`config.mk`:
```
export PLATFORM = sky130hd
export DESIGN_NAME = nfc_cmd_dec
export DESIGN_NICKNAME = d
export VERILOG_FILES = /design/src/rtl/nfc_pkg.sv /design/src/rtl/nfc_seq.sv /design/src/rtl/nfc_rdmux.sv /design/src/rtl/nfc_cmd_dec.sv
export SDC_FILE = /design/constraint.sdc
export NUM_CORES = 1
export LEC_CHECK = 0
export ABC_AREA = 1
export CAP_MARGIN = 20
export CORE_AREA = 2 2 452 454
export CTS_BUF_LIST = sky130_fd_sc_hd__clkbuf_2 sky130_fd_sc_hd__clkbuf_4 sky130_fd_sc_hd__clkbuf_8
export CTS_CLUSTER_SIZE = 20
export DETAILED_ROUTE_END_ITERATION = 10
export DIE_AREA = 0 0 454 456
export GPL_TIMING_DRIVEN = 0
export SKIP_CTS_REPAIR_TIMING = 1
export SLEW_MARGIN = 15
export SYNTH_ARGS = -nofsm -noshare
export SYNTH_HDL_FRONTEND = slang
export SYNTH_SLANG_ARGS = --single-unit
```
`constraint.sdc`:
```
create_clock -name clk -period 9 [get_ports clk]
set_input_delay 2.7 -clock clk [delete_from_list [all_inputs] [get_ports clk]]
set_output_delay 2.7 -clock clk [all_outputs]
set_load 0.01 [all_outputs]
```
`src/rtl/nfc_pkg.sv`:
```
package nfc_pkg;
  typedef enum logic [1:0] {MD_READ, MD_AUTO, MD_CFI, MD_BYP} mode_e;
  typedef enum logic [3:0] {
    SQ_IDLE, SQ_U1, SQ_U2, SQ_PGM, SQ_XEXIT, SQ_E1, SQ_E2, SQ_E3, SQ_BPGM, SQ_BEXIT
  } seq_e;

  localparam logic [7:0] CB_UNLK1 = 8'hAA;
  localparam logic [7:0] CB_UNLK2 = 8'h55;
  localparam logic [7:0] CB_IDENT = 8'h90;
  localparam logic [7:0] CB_PROG  = 8'hA0;
  localparam logic [7:0] CB_ERSU  = 8'h80;
  localparam logic [7:0] CB_BYP   = 8'h20;
  localparam logic [7:0] CB_RST   = 8'hF0;
  localparam logic [7:0] CB_QRY   = 8'h98;
  localparam logic [7:0] CB_EXT   = 8'h88;
  localparam logic [7:0] CB_CHIP  = 8'h10;
  localparam logic [7:0] CB_BLK   = 8'h30;
  localparam logic [7:0] CB_SUSP  = 8'hB0;
  localparam logic [7:0] CB_ZERO  = 8'h00;

  localparam logic [10:0] UA_FIRST  = 11'h555;
  localparam logic [10:0] UA_SECOND = 11'h2AA;
  localparam logic [10:0] UA_QUERY  = 11'h055;
endpackage

```
`src/rtl/nfc_seq.sv`:
```
module nfc_seq
  import nfc_pkg::*;
#(
  parameter int AW = 22,
  parameter int DW = 16,
  parameter int BW = 10
) (
  input  logic              clk,
  input  logic              rst_ni,
  input  logic              wr_stb,
  input  logic [AW-1:0]     addr,
  input  logic [DW-1:0]     wdata,
  input  logic              eng_busy,
  input  logic [(1<<BW)-1:0] blk_prot,
  output mode_e             mode_o,
  output logic              ext_on_o,
  output logic              go_prog,
  output logic              go_cerase,
  output logic              go_berase,
  output logic              go_susp,
  output logic [AW-1:0]     op_addr,
  output logic [DW-1:0]     op_data
);
  mode_e mode_q, mode_d, ret_q, ret_d;
  seq_e  seq_q, seq_d;
  logic  ext_q, ext_d, blkop_q, blkop_d;
  logic  prog_d, cer_d, ber_d, sus_d, ld_op;
  logic [7:0]  cb;
  logic [10:0] ua;
  logic        tgt_prot;

  assign cb       = wdata[7:0];
  assign ua       = addr[10:0];
  assign tgt_prot = blk_prot[addr[AW-1 -: BW]];

  always_comb begin
    mode_d  = mode_q;
    ret_d   = ret_q;
    seq_d   = seq_q;
    ext_d   = ext_q;
    blkop_d = blkop_q;
    prog_d  = 1'b0;
    cer_d   = 1'b0;
    ber_d   = 1'b0;
    sus_d   = 1'b0;
    if (wr_stb) begin
      if (eng_busy) begin
        sus_d = (cb == CB_SUSP) && blkop_q;
      end else begin
        case (mode_q)
          MD_CFI: if (cb == CB_RST) mode_d = ret_q;
          MD_AUTO: begin
            if (cb == CB_RST) mode_d = MD_READ;
            else if (cb == CB_QRY && ua == UA_QUERY) begin
              mode_d = MD_CFI;
              ret_d  = MD_AUTO;
            end
          end
          MD_BYP: begin
            case (seq_q)
              SQ_BPGM: begin
                seq_d   = SQ_IDLE;
                prog_d  = !tgt_prot;
                blkop_d = tgt_prot ? blkop_q : 1'b0;
              end
              SQ_BEXIT: begin
                seq_d = SQ_IDLE;
                if (cb == CB_ZERO) mode_d = MD_READ;
              end
              default: begin
                if (cb == CB_PROG) seq_d = SQ_BPGM;
                else if (cb == CB_IDENT) seq_d = SQ_BEXIT;
              end
            endcase
          end
          default: begin
            seq_d = SQ_IDLE;
            case (seq_q)
              SQ_IDLE: begin
                if (cb == CB_UNLK1 && ua == UA_FIRST) seq_d = SQ_U1;
                else if (cb == CB_QRY && ua == UA_QUERY) begin
                  mode_d = MD_CFI;
                  ret_d  = MD_READ;
                end
              end
              SQ_U1: if (cb == CB_UNLK2 && ua == UA_SECOND) seq_d = SQ_U2;
              SQ_U2: begin
                if (ua == UA_FIRST) begin
                  case (cb)
                    CB_IDENT: if (ext_q) seq_d = SQ_XEXIT; else mode_d = MD_AUTO;
                    CB_PROG:  seq_d = SQ_PGM;
                    CB_ERSU:  seq_d = SQ_E1;
                    CB_BYP:   mode_d = MD_BYP;
                    CB_EXT:   ext_d = 1'b1;
                    default:  ;
                  endcase
                end
              end
              SQ_PGM: begin
                prog_d  = !tgt_prot;
                blkop_d = tgt_prot ? blkop_q : 1'b0;
              end
              SQ_XEXIT: if (cb == CB_ZERO) ext_d = 1'b0;
              SQ_E1: if (cb == CB_UNLK1 && ua == UA_FIRST) seq_d = SQ_E2;
              SQ_E2: if (cb == CB_UNLK2 && ua == UA_SECOND) seq_d = SQ_E3;
              SQ_E3: begin
                if (cb == CB_CHIP && ua == UA_FIRST) begin
                  cer_d   = 1'b1;
                  blkop_d = 1'b0;
                end else if (cb == CB_BLK && !tgt_prot) begin
                  ber_d   = 1'b1;
                  blkop_d = 1'b1;
                end
              end
              default: ;
            endcase
          end
        endcase
      end
    end
  end

  assign ld_op = prog_d | ber_d;

  always_ff @(posedge clk or negedge rst_ni) begin
    if (!rst_ni) begin
      mode_q    <= MD_READ;
      ret_q     <= MD_READ;
      seq_q     <= SQ_IDLE;
      ext_q     <= 1'b0;
      blkop_q   <= 1'b0;
      go_prog   <= 1'b0;
      go_cerase <= 1'b0;
      go_berase <= 1'b0;
      go_susp   <= 1'b0;
      op_addr   <= '0;
      op_data   <= '0;
    end else begin
      mode_q    <= mode_d;
      ret_q     <= ret_d;
      seq_q     <= seq_d;
      ext_q     <= ext_d;
      blkop_q   <= blkop_d;
      go_prog   <= prog_d;
      go_cerase <= cer_d;
      go_berase <= ber_d;
      go_susp   <= sus_d;
      if (ld_op) begin
        op_addr <= addr;
        op_data <= wdata;
      end
    end
  end

  assign mode_o   = mode_q;
  assign ext_on_o = ext_q;


  start_onehot_chk: assert property (@(posedge clk) disable iff (!rst_ni)
    $onehot0({go_prog, go_cerase, go_berase}));

  busy_nostart_chk: assert property (@(posedge clk) disable iff (!rst_ni)
    (go_prog || go_cerase || go_berase) |-> !$past(eng_busy));

  susp_busy_chk: assert property (@(posedge clk) disable iff (!rst_ni)
    go_susp |-> $past(eng_busy));

  auto_hold_chk: assert property (@(posedge clk) disable iff (!rst_ni)
    (mode_q == MD_AUTO && !wr_stb) |=> mode_q == MD_AUTO);

  byp_rst_chk: assert property (@(posedge clk) disable iff (!rst_ni)
    (mode_q == MD_BYP && wr_stb && wdata[7:0] == CB_RST) |=> mode_q == MD_BYP);

  cfi_leave_chk: assert property (@(posedge clk) disable iff (!rst_ni)
    (mode_q == MD_CFI && wr_stb && !eng_busy && wdata[7:0] == CB_RST) |=> mode_q != MD_CFI);
endmodule

```
`src/rtl/nfc_rdmux.sv`:
```
module nfc_rdmux
  import nfc_pkg::*;
#(
  parameter int          DW       = 16,
  parameter int          BW       = 10,
  parameter logic [15:0] MFR_ID   = 16'h0020,
  parameter logic [15:0] DEV_ID   = 16'h22C7,
  parameter int          BOOT_BLK = 0
) (
  input  mode_e              mode,
  input  logic               eng_busy,
  input  logic               ext_on,
  input  logic [BW-1:0]      blk,
  input  logic [1:0]         sel,
  input  logic [(1<<BW)-1:0] blk_prot,
  input  logic [DW-1:0]      array_rdata,
  input  logic [DW-1:0]      status_rdata,
  input  logic [DW-1:0]      cfi_rdata,
  output logic [DW-1:0]      rdata,
  output logic               ext_sel
);
  localparam logic [BW-1:0] BOOT = BW'(BOOT_BLK);
  logic [DW-1:0] id_word;

  always_comb begin
    case (sel)
      2'b00:   id_word = DW'(MFR_ID);
      2'b01:   id_word = DW'(DEV_ID);
      2'b10:   id_word = DW'(blk_prot[blk]);
      default: id_word = '0;
    endcase
  end

  always_comb begin
    if (eng_busy)                rdata = status_rdata;
    else if (mode == MD_AUTO)    rdata = id_word;
    else if (mode == MD_CFI)     rdata = cfi_rdata;
    else                         rdata = array_rdata;
  end

  assign ext_sel = ext_on && (blk == BOOT);
endmodule

```
`src/rtl/nfc_cmd_dec.sv`:
```
module nfc_cmd_dec
  import nfc_pkg::*;
#(
  parameter int          AW       = 22,
  parameter int          DW       = 16,
  parameter int          BW       = 10,
  parameter logic [15:0] MFR_ID   = 16'h0020,
  parameter logic [15:0] DEV_ID   = 16'h22C7,
  parameter int          BOOT_BLK = 0
) (
  input  logic               clk,
  input  logic               rst_n,
  input  logic               wr_stb,
  input  logic [AW-1:0]      addr,
  input  logic [DW-1:0]      wdata,
  input  logic               eng_busy,
  input  logic [(1<<BW)-1:0] blk_prot,
  input  logic [DW-1:0]      array_rdata,
  input  logic [DW-1:0]      status_rdata,
  input  logic [DW-1:0]      cfi_rdata,
  output logic [DW-1:0]      rdata,
  output logic               ext_sel,
  output logic               go_prog,
  output logic               go_chip_erase,
  output logic               go_blk_erase,
  output logic               go_suspend,
  output logic [AW-1:0]      op_addr,
  output logic [DW-1:0]      op_data
);
  logic [1:0] rs_q;
  logic       rst_int_n;
  mode_e      mode;
  logic       ext_on;

  always_ff @(posedge clk or negedge rst_n) begin
    if (!rst_n) rs_q <= 2'b00;
    else        rs_q <= {rs_q[0], 1'b1};
  end
  assign rst_int_n = rs_q[1];

  nfc_seq #(.AW(AW), .DW(DW), .BW(BW)) u_seq (
    .clk      (clk),
    .rst_ni   (rst_int_n),
    .wr_stb   (wr_stb),
    .addr     (addr),
    .wdata    (wdata),
    .eng_busy (eng_busy),
    .blk_prot (blk_prot),
    .mode_o   (mode),
    .ext_on_o (ext_on),
    .go_prog  (go_prog),
    .go_cerase(go_chip_erase),
    .go_berase(go_blk_erase),
    .go_susp  (go_suspend),
    .op_addr  (op_addr),
    .op_data  (op_data)
  );

  nfc_rdmux #(.DW(DW), .BW(BW), .MFR_ID(MFR_ID), .DEV_ID(DEV_ID), .BOOT_BLK(BOOT_BLK)) u_mux (
    .mode        (mode),
    .eng_busy    (eng_busy),
    .ext_on      (ext_on),
    .blk         (addr[AW-1 -: BW]),
    .sel         (addr[1:0]),
    .blk_prot    (blk_prot),
    .array_rdata (array_rdata),
    .status_rdata(status_rdata),
    .cfi_rdata   (cfi_rdata),
    .rdata       (rdata),
    .ext_sel     (ext_sel)
  );
endmodule

```
# ---- Yosys cells after proc, flatten, opt, wreduce, memory -nomap -nowiden
# Cells that the tools add are included.
# Widths: inputs -> output; s select.
dict set report word_totals {
  mem_bits_ro 0
  output_inout_bits 59
  reg_bits 54
  latch_bits 0
  input_bits 1114
  ramBits 0
  n_memories 0
}
dict set report op_classes {
  n_mux 63
  order_cmp 1
  eq_ne 44
  addsub 0
  shifts 0
  bitwise 5
  div 0
  n_reduce_logical 25
  mul 0
}
# operator count
set ops {}
lappend ops {{$eq 8x8->1 const B} 8}
lappend ops {{$mux 16} 3}
lappend ops {{$pmux 14 s3} 1}
lappend ops {{$mux 2} 14}
lappend ops {{$mux 1} 26}
lappend ops {{$pmux 4 s5} 1}
lappend ops {{$eq 4x3->1 const B} 4}
lappend ops {{$eq 8x6->1 const B} 2}
lappend ops {{$mux 4} 4}
lappend ops {{$reduce_and 7->1} 2}
lappend ops {{$pmux 2 s2} 3}
lappend ops {{$pmux 4 s3} 1}
lappend ops {{$eq 11x10->1 const B} 1}
lappend ops {{$eq 11x11->1 const B} 1}
lappend ops {{$eq 11x7->1 const B} 1}
lappend ops {{$lt 10x11->1 const B} 1}
lappend ops {{$bmux 1 s10} 1}
lappend ops {{$logic_not 10->1} 1}
lappend ops {{$ne 2x2->1 const B} 5}
lappend ops {{$reduce_and 10->1} 1}
lappend ops {{$mux 3} 3}
lappend ops {{$eq 4x2->1 const B} 2}
lappend ops {{$eq 4x4->1 const B} 2}
lappend ops {{$eq 8x5->1 const B} 1}
lappend ops {{27 further kinds} 49}

# ---- Longest topological paths before layout
# Gate-level depths: netlist (run 1).
dict set report logic_depth {
  ltp_word 11
  mapped_depth 28
  depth_no_buf 25
}

# ---- Cells and area by module
# A second synthesis (run 1) with hierarchy kept.
dict set report unflattened {
  hier_cells 5202
  area_unflattened_um2 24252.0
}
# mod area_each_um2 n_inst cells_each
set modules_own_cells {}
lappend modules_own_cells {nfc_seq 12908.6 1 2641}
lappend modules_own_cells {nfc_rdmux 11289.6 1 2558}
lappend modules_own_cells {nfc_cmd_dec 53.8 1 3}

# ---- Worst setup path before layout (run 1)
# OpenSTA, ideal clock, no wires.
dict set report synth_timing {
  path_kind {input-to-output}
  from {in addr[14]}
  to {out rdata[0]}
  path_buffers 3
  path_slack_ps 1856
  t_arrival_ps 4444
  stages 15
  path_cell_list {buf_2 -> inv_2 -> nor2_4 -> buf_2 -> buf_1 -> a21oi_1 -> nand3_1 -> nand3_1 -> nand2_1 -> nand3_1 -> nand2_1 -> nand3_2 -> nand2_1 -> nand3_1 -> a21oi_1}
}
dict set report synth_via {
  elab_chain_len 5
}
# element line
set synth_lines {}
lappend synth_lines {{from (decl)} nfc_cmd_dec.sv:14} ;# input logic [AW-1:0] addr,
lappend synth_lines {{$bmux 1 s10} nfc_rdmux.sv:29} ;# 2'b10: id_word = DW'(blk_prot[blk]);
lappend synth_lines {{$mux 1 (implied by the code)} nfc_rdmux.sv:29}
lappend synth_lines {{$pmux 14 s3} nfc_rdmux.sv:26} ;# case (sel)
lappend synth_lines {{$mux 16} nfc_rdmux.sv:36} ;# else if (mode == MD_AUTO) rdata = id_word;
lappend synth_lines {{$mux 16} nfc_rdmux.sv:35} ;# if (eng_busy) rdata = status_rdata;
lappend synth_lines {{to (decl)} nfc_cmd_dec.sv:21} ;# output logic [DW-1:0] rdata,
# No other way between the ends. The select of a mux whose other input is x is not followed.

# ---- Worst setup path in the final report (run 1)
dict set report layout_timing {
  from {in addr[12]}
  to {out rdata[0]}
}
# Same word-level chain as after synthesis.

==> results.rst, run 1 <==
.. list-table::
   :header-rows: 1

   * - Metric
     - Value
   * - Number of vias per cell
     - 3.944
   * - Maximum number of pins on one net before global-route repair
     - 52
   * - Final count of hold timing violations
     - 0
   * - Async SR Flop Fraction
     - 100.0%
   * - Number of nets in the layout
     - 5325
   * - Number of input and output port buffers inserted
     - 1167
   * - Initial core utilization
     - 7.061%
   * - Combined area of the multi-input logic cells
     - 0.01095 mm²
   * - Register-to-Register Setup Slack
     - 6.73 ns
   * - Share of the clock period used by the worst path after layout
     - 99.27%
   * - R2R depth
     - 10
   * - Finish-stage setup viols
     - 0
   * - Count of antenna-violating nets left after detailed routing
     - 0
   * - Met3 demand-to-capacity share in global routing
     - 4.847%
   * - Top Usage Layer GRT
     - met2
   * - Depth of the CTS H-tree
     - 2
   * - Number of core rows
     - 165
   * - Horizontal die dimension
     - 454 µm
   * - Reg2Reg Capture Point
     - u_seq.seq_q[1]
   * - Global-route wire length before repair
     - 303400 µm
   * - Floorplan core area
     - 0.2017 mm²
   * - Max Fclk
     - 0.1119 GHz
   * - Total number of yosys warnings
     - 0
   * - Post-detailed-route wirelength per cell
     - 36.63 µm
   * - Overall die height
     - 456 µm
   * - Total number of clock tree sinks
     - 53
   * - Signed area change from the synthesized netlist to the final layout
     - 114.0%
   * - Cell count after synthesis
     - 3010
   * - Number of DRC violations after detailed-routing iteration 0
     - 3732
   * - Worst clock skew on the final layout
     - 0.01365 ns
   * - Top flip-flop cell by instance count after synthesis
     - sky130_fd_sc_hd__dfrtp_1
   * - Vias in the first global route
     - 25590
   * - Unrepaired setup endpoints after global routing
     - false
   * - Min-Delay Path Depth
     - 0
   * - Arrival time of the worst setup path
     - 6.23 ns
   * - Register bit total from synthesis
     - 53
   * - Start-to-end type of the worst setup path
     - in -> out
   * - Cell variety after synth
     - 36
   * - Largest fanout on the critical path
     - 10
   * - Endpoint of the worst hold-timing path
     - rs_q[1]
   * - Via count
     - 27260
   * - Final weighted congestion in routability-driven placement
     - 0.9511
   * - Synth Cell Area
     - 0.01424 mm²
   * - Worst VDD drop
     - 0.06762 mV
   * - Register area
     - 0.001330 mm²
   * - Required time at the worst-slack endpoint
     - 6.30 ns
   * - Setup slack after placement
     - -1.543 ns
   * - EDFF count, synth
     - 0
   * - Status
     - finished clean
   * - Full die area
     - 0.2070 mm²
   * - Clock latency on the worst-skew pair
     - 0.34 ns
   * - Leakage dissipation
     - 0.01275 µW
   * - Number of buffers created by CTS
     - 5
   * - Met1 usage in global routing
     - 25.26%
   * - IO Count
     - 1173
   * - Worst path setup slack after routing
     - 0.06613 ns
   * - Final number of max-transition violations
     - 0
   * - Most frequent standard cell in the layout excluding fill and tap cells
     - sky130_fd_sc_hd__clkdlybuf4s50_1
   * - Top library cells by usage in the layout, fill and taps aside
     - 1166 x sky130_fd_sc_hd__clkdlybuf4s50_1, 895 x sky130_fd_sc_hd__nand2_1, 691 x sky130_fd_sc_hd__nor2_1
   * - Average instance area after synthesis
     - 4.731 µm²
   * - Share of synthesized area occupied by flip-flops and latches
     - 9.313%
   * - Fraction of layout instances using a drive strength above 1
     - 6.893%
   * - Max-Cap Viols
     - 0
   * - Hold_sp
     - rs_q[0]
   * - Clock edge transition at the registers on the reported setup and hold paths
     - 0.12 ns
   * - Minimum clock period after layout
     - 8.934 ns
   * - Post-route DRC
     - 0
   * - Antenna violations before repair
     - 93
   * - Total nets after synthesis
     - 4129
   * - Transition at the pin with the smallest max-transition slack
     - 1.203 ns
   * - Met2 capacity usage during global routing
     - 44.18%
   * - Final wirelength
     - 253200 µm
   * - Worst Setup Start Kind
     - input port
   * - Final global-route overflow total
     - 0
   * - Fill cell instance count of the final layout
     - 23670
   * - Post-Route Hold Slack
     - 0.3777 ns
   * - Total half-perimeter wirelength after legalization and detailed placement
     - 210000 µm
   * - Origin of the critical flop-to-flop path
     - u_seq.mode_o[0]
   * - Combined global-route utilization of all metal layers
     - 23.31%
   * - Number of iterations in the first detailed-routing pass
     - 6
   * - Path category of the worst min-delay check
     - reg -> reg
   * - Power density cells
     - 68.40 mW/mm²
   * - Clock root buffer
     - sky130_fd_sc_hd__clkbuf_8
   * - Crit path capture type
     - primary output
   * - Maximum buffer depth of the clock tree
     - 2
   * - Clock tree from TritonCTS
     - done
   * - Max-slew headroom
     - 19.77%
==> sequential cells by signal, summed over array words and instances (netlist names) <==
| name | flops |
|---|---|
| u_seq.blkop_q | 1 |
| u_seq.mode_o | 2 |
| u_seq.seq_q | 4 |
| u_seq.go_prog | 1 |
| u_seq.go_susp | 1 |
| u_seq.ext_on_o | 1 |
| u_seq.ret_q | 1 |
| rs_q | 2 |
| u_seq.op_addr | 22 |
| u_seq.go_berase | 1 |
| u_seq.go_cerase | 1 |
| u_seq.op_data | 16 |
==> synthesized netlist by cell type (15+ instances only) <==
library cell | count | area (µm²)
sky130_fd_sc_hd__a21oi_1 | 59 | 295.3
sky130_fd_sc_hd__buf_2 | 112 | 560.5
sky130_fd_sc_hd__buf_4 | 37 | 277.8
sky130_fd_sc_hd__clkbuf_1 | 52 | 195.2
sky130_fd_sc_hd__dfrtp_1 | 53 | 1326
sky130_fd_sc_hd__inv_1 | 238 | 893.4
sky130_fd_sc_hd__nand2_1 | 902 | 3386
sky130_fd_sc_hd__nand3_1 | 288 | 1441
sky130_fd_sc_hd__nor2_1 | 698 | 2620
sky130_fd_sc_hd__o211ai_1 | 67 | 503.0
sky130_fd_sc_hd__o21ai_0 | 324 | 1622
sky130_fd_sc_hd__o21ai_1 | 76 | 380.4
sky130_fd_sc_hd__o22ai_1 | 15 | 93.84
==> how the worst max path moves through the flow <==
stage	from	end	cells after the start	slack [ns]
global placement	addr[12]	rdata[0]	19	-2.36
floorplan	addr[14]	rdata[0]	15	1.86
finish	addr[12]	rdata[0]	20	0.07
CTS	addr[13]	rdata[0]	18	-1.56
detailed placement	addr[13]	rdata[0]	18	-1.54
global route	addr[12]	rdata[0]	19	0.01
==> critical path, stage by stage <==
cell,delay (ns)
sky130_fd_sc_hd__buf_6,0.14
sky130_fd_sc_hd__buf_6,0.18
sky130_fd_sc_hd__buf_6,0.25
sky130_fd_sc_hd__buf_4,0.46
sky130_fd_sc_hd__nand2_1,0.10
sky130_fd_sc_hd__nand2_1,0.08
sky130_fd_sc_hd__o21ai_0,0.10
sky130_fd_sc_hd__nand2_1,0.38
sky130_fd_sc_hd__nand2_1,0.17
sky130_fd_sc_hd__nor2_1,0.36
sky130_fd_sc_hd__nand2_1,0.09
sky130_fd_sc_hd__nand3_1,0.20
sky130_fd_sc_hd__a21oi_1,0.10
sky130_fd_sc_hd__nor2_1,0.12
sky130_fd_sc_hd__nand2_1,0.10
sky130_fd_sc_hd__nand3_4,0.13
sky130_fd_sc_hd__nand2_1,0.11
sky130_fd_sc_hd__nand3_1,0.09
sky130_fd_sc_hd__a21oi_1,0.07
sky130_fd_sc_hd__clkbuf_2,0.15
==> per-stage QoR <==
stage                     setup TNS (ns)  std cells  total power (µW)  instance area, µm²  util, %
after floorplan                        0       3010             699.2               14240        -
after global placement            -3.063       6849              1890               29270    14.51
after detailed placement          -1.543       6868              1908               29660    14.71
after CTS                         -1.560       6876              2067               29750    14.75
after global routing                   0       6894              2167               30420    15.08
final                                  0       6913              2084               30470    15.11
==> final cells by class <==
cell class	count	area share, %
antenna	34	0.2792
buffer	225	5.540
clock buffer	6	0.2505
clock inverter	2	0.04517
inverter	243	3.068
multi-input combinational	2488	35.94
sequential	53	4.365
tap	2672	10.97
timing repair buffer	1190	39.54
==> routing by layer <==
layer  vias to the layer above  wire length [µm]
met5                         -               176
li1                      12040                 -
met3                       368             20450
met2                      2038            133500
met4                        30              9912
met1                     12790             89220
==> where the power goes <==
| part | switching [µW] | leakage [µW] | total (µW) | internal [µW] |
|---|---|---|---|---|
| Sequential | 10.7 | 0.000721 | 257 | 247 |
| Combinational | 991 | 0.0120 | 1670 | 679 |
| Clock | 98.6 | 0.0000492 | 158 | 59.1 |
==> kinds of logic (layout without fill, tap and decap cells) <==
group	after synthesis	in the layout	synth area share (%)
flops	53	53	9.313
compound gates	561	561	21.45
buf+inv	469	1666	14.97
other cells	1	35	0.02633
fa+ha+maj	5	5	0.4393
simple gates	1921	1921	53.80
Power figures use the tool's default switching activity.
==> run 2: changes to the inputs <==
--- a/config.mk
+++ b/config.mk
@@ -14,7 +14,7 @@
 export DIE_AREA = 0 0 454 456
 export GPL_TIMING_DRIVEN = 0
 export SKIP_CTS_REPAIR_TIMING = 1
-export SLEW_MARGIN = 15
+export SLEW_MARGIN = 30
 export SYNTH_ARGS = -nofsm -noshare
 export SYNTH_HDL_FRONTEND = slang
 export SYNTH_SLANG_ARGS = --single-unit
==> results.rst, run 2 (synthesis results as in run 1) <==
.. list-table::
   :header-rows: 1

   * - Metric
     - Value
   * - Final number of max-transition violations
     - 0 (unchanged)
   * - Top library cells by usage in the layout, fill and taps aside
     - 1166 x sky130_fd_sc_hd__clkdlybuf4s50_1, 895 x sky130_fd_sc_hd__nand2_1, 692 x sky130_fd_sc_hd__nor2_1
   * - Number of iterations in the first detailed-routing pass
     - 6 (unchanged)
   * - Final count of hold timing violations
     - 0 (unchanged)
   * - Transition at the pin with the smallest max-transition slack
     - 0.9266 ns (-0.2768 ns)
   * - Minimum clock period after layout
     - 8.918 ns (-0.01567 ns)
   * - Origin of the critical flop-to-flop path
     - u_seq.mode_o[0]
   * - Final global-route overflow total
     - 0 (unchanged)
   * - Required time at the worst-slack endpoint
     - 6.30 ns (about the same)
   * - Largest reg by FF count
     - u_seq.op_addr
   * - Start-to-end type of the worst setup path
     - in -> out
   * - Number of DRC violations after detailed-routing iteration 0
     - 3633 (-2.7%)
   * - Finish-stage setup viols
     - 0 (unchanged)
   * - Combined global-route utilization of all metal layers
     - 23.28% (about the same)
   * - Arrival time of the worst setup path
     - 6.22 ns (about the same)
   * - Max stage delay on crit path
     - 0.65 ns (+0.19 ns)
   * - Max Fclk
     - 0.1121 GHz (+0.18%)
   * - Worst clock skew on the final layout
     - 0.01366 ns (+0.00001190 ns)
   * - Number of buffers created by CTS
     - 5 (unchanged)
   * - CP cell instances
     - clkdlybuf4s50_1 -> nor2_1 -> buf_2 -> nand2_1 -> nand2_1 -> inv_1 -> nand2_1 -> nand2_1 -> nand2_1 -> inv_1 -> nand2_1 -> nand2_1 -> nand2_1 -> inv_2 -> nand2_1 -> nand3_1 -> a21oi_1 -> clkbuf_2
   * - Max FFs per register
     - 22 (unchanged)
   * - Max layer used
     - met5
   * - Total half-perimeter wirelength after legalization and detailed placement
     - 210800 µm (+0.40%)
   * - Vias in the first global route
     - 25610 (+0.051%)
   * - Horizontal die dimension
     - 454 µm (unchanged)
   * - Cell with the biggest individual delay on the critical path
     - sky130_fd_sc_hd__nor2_1
   * - Post-route DRC
     - 0 (unchanged)
   * - Cell Count, Final, Fillers Out
     - 6928 (+0.22%)
   * - Final wirelength
     - 253200 µm (about the same)
   * - Reg2Reg Capture Point
     - u_seq.seq_q[1]
   * - Signed area change from the synthesized netlist to the final layout
     - 115.4%
   * - Wire length on met1
     - 89280 µm (about the same)
   * - Clock edge transition at the registers on the reported setup and hold paths
     - 0.12 ns (about the same)
   * - Leakage dissipation
     - 0.01285 µW (+0.75%)
   * - Biggest regs
     - u_seq.op_addr: 22 flops, u_seq.op_data: 16 flops, u_seq.seq_q: 4 flops
   * - Maximum buffer depth of the clock tree
     - 2 (unchanged)
   * - Worst path setup slack after routing
     - 0.08181 ns (+0.01567 ns)
   * - Antenna violations before repair
     - 88 (-5.4%)
   * - Via count
     - 27450 (+0.70%)
   * - Depth of the CTS H-tree
     - 2 (unchanged)
   * - IO Count
     - 1173 (unchanged)
   * - Share of the clock period used by the worst path after layout
     - 99.09% (-0.17 points)
   * - Most frequent standard cell in the layout excluding fill and tap cells
     - sky130_fd_sc_hd__clkdlybuf4s50_1
   * - Clock latency on the worst-skew pair
     - 0.34 ns (about the same)
   * - Maximum number of pins on one net before global-route repair
     - 34 (-35%)
   * - Overall die height
     - 456 µm (unchanged)
   * - Number of input and output port buffers inserted
     - 1167 (unchanged)
   * - Unrepaired setup endpoints after global routing
     - false
   * - Number of core rows
     - 165 (unchanged)
   * - Crit path capture type
     - primary output
   * - Global-route wire length before repair
     - 303000 µm (-0.14%)
   * - Power density cells
     - 68.39 mW/mm² (about the same)
   * - Max-Cap Viols
     - 0 (unchanged)
   * - Post-detailed-route wirelength per cell
     - 36.54 µm (-0.24%)
   * - Worst VDD drop
     - 0.05129 mV (-24%)
   * - Floorplan core area
     - 0.2017 mm² (unchanged)
   * - Count of antenna-violating nets left after detailed routing
     - 0 (unchanged)
   * - Full die area
     - 0.2070 mm² (unchanged)
   * - Clock root buffer
     - sky130_fd_sc_hd__clkbuf_8
   * - Register-to-Register Setup Slack
     - 6.74 ns (about the same)
   * - Setup slack after placement
     - -1.558 ns (-0.01528 ns)
   * - Max-slew headroom
     - 37.57% (+18 points)
   * - Most common cell type on the critical path
     - sky130_fd_sc_hd__nand2_1
   * - Status
     - finished clean
   * - Initial core utilization
     - 7.061% (unchanged)
   * - Number of nets in the layout
     - 5328 (+0.056%)
   * - Detailed-routed wire length on met3
     - 20660 µm (+1.0%)
   * - Fraction of layout instances using a drive strength above 1
     - 7.078% (+0.19 points)
   * - Largest fanout on the critical path
     - 10 (unchanged)
   * - Met2 wire length
     - 132800 µm (-0.46%)
   * - Count of placed standard cells including taps
     - 6871 (+0.044%)
   * - Path category of the worst min-delay check
     - reg -> async
   * - R2R depth
     - 10 (unchanged)
   * - Clock tree from TritonCTS
     - done
   * - Total number of clock tree sinks
     - 53 (unchanged)
   * - Worst Setup Start Kind
     - input port
   * - Number of vias per cell
     - 3.963 (+0.48%)
   * - Final weighted congestion in routability-driven placement
     - 0.9511 (unchanged)
run 2: metrics by stage:
stage	cell area (µm²)	hold WS, ns	util [%]	setup TNS, ns	total power [µW]
final	30680	0.2130	15.21	0	2098
after global routing	30590	0.2415	15.17	0	2178
after CTS	29940	0.2302	14.84	-1.575	2076
after detailed placement	29850	0.2265	14.80	-1.558	1918
after global placement	29270	0.3370	14.51	-3.063	1890
after floorplan	14240	0.3312	-	0	699.2
run 2: per-layer routing:
layer | up-vias | track usage (%)
li1 | 12060 | -
met3 | 362 | 4.938
met1 | 12880 | 25.31
met4 | 20 | 7.600
met5 | - | 0
met2 | 2126 | 44.04
run 2: report_power, final:
part	switching, µW	internal, µW	total [µW]
registers	7.72	247	254
logic	1000	687	1690
clock network	98.0	59.1	157
run 2: final cells by class:
type	count	area (µm²)
inverter	243	934.6
sequential	53	1330
timing repair buffer	1194	12210
fill	23680	171000
multi-input combinational	2488	10950
tap	2672	3343
buffer	224	1705
clock inverter	2	13.76
clock buffer	6	76.32
antenna	46	115.1
run 2: how the worst max path moves through the flow:
stage	from	endpoint	slack, ns	depth (start not counted)
2_1_floorplan	addr[14]	rdata[0]	1.86	15
5_1_grt	addr[12]	rdata[0]	0.004	21
3_5_place_dp	addr[13]	rdata[0]	-1.56	18
6_report	addr[16]	rdata[0]	0.08	18
3_3_place_gp	addr[12]	rdata[0]	-2.36	19
4_1_cts	addr[13]	rdata[0]	-1.57	18
run 2: worst max-delay path: cells and delay by family:
family                 cells  cell delay (ns)
buffers and inverters      6             1.51
AND/OR/NAND/NOR           11             1.82
AO/OA/AOI/OAI              1             0.18
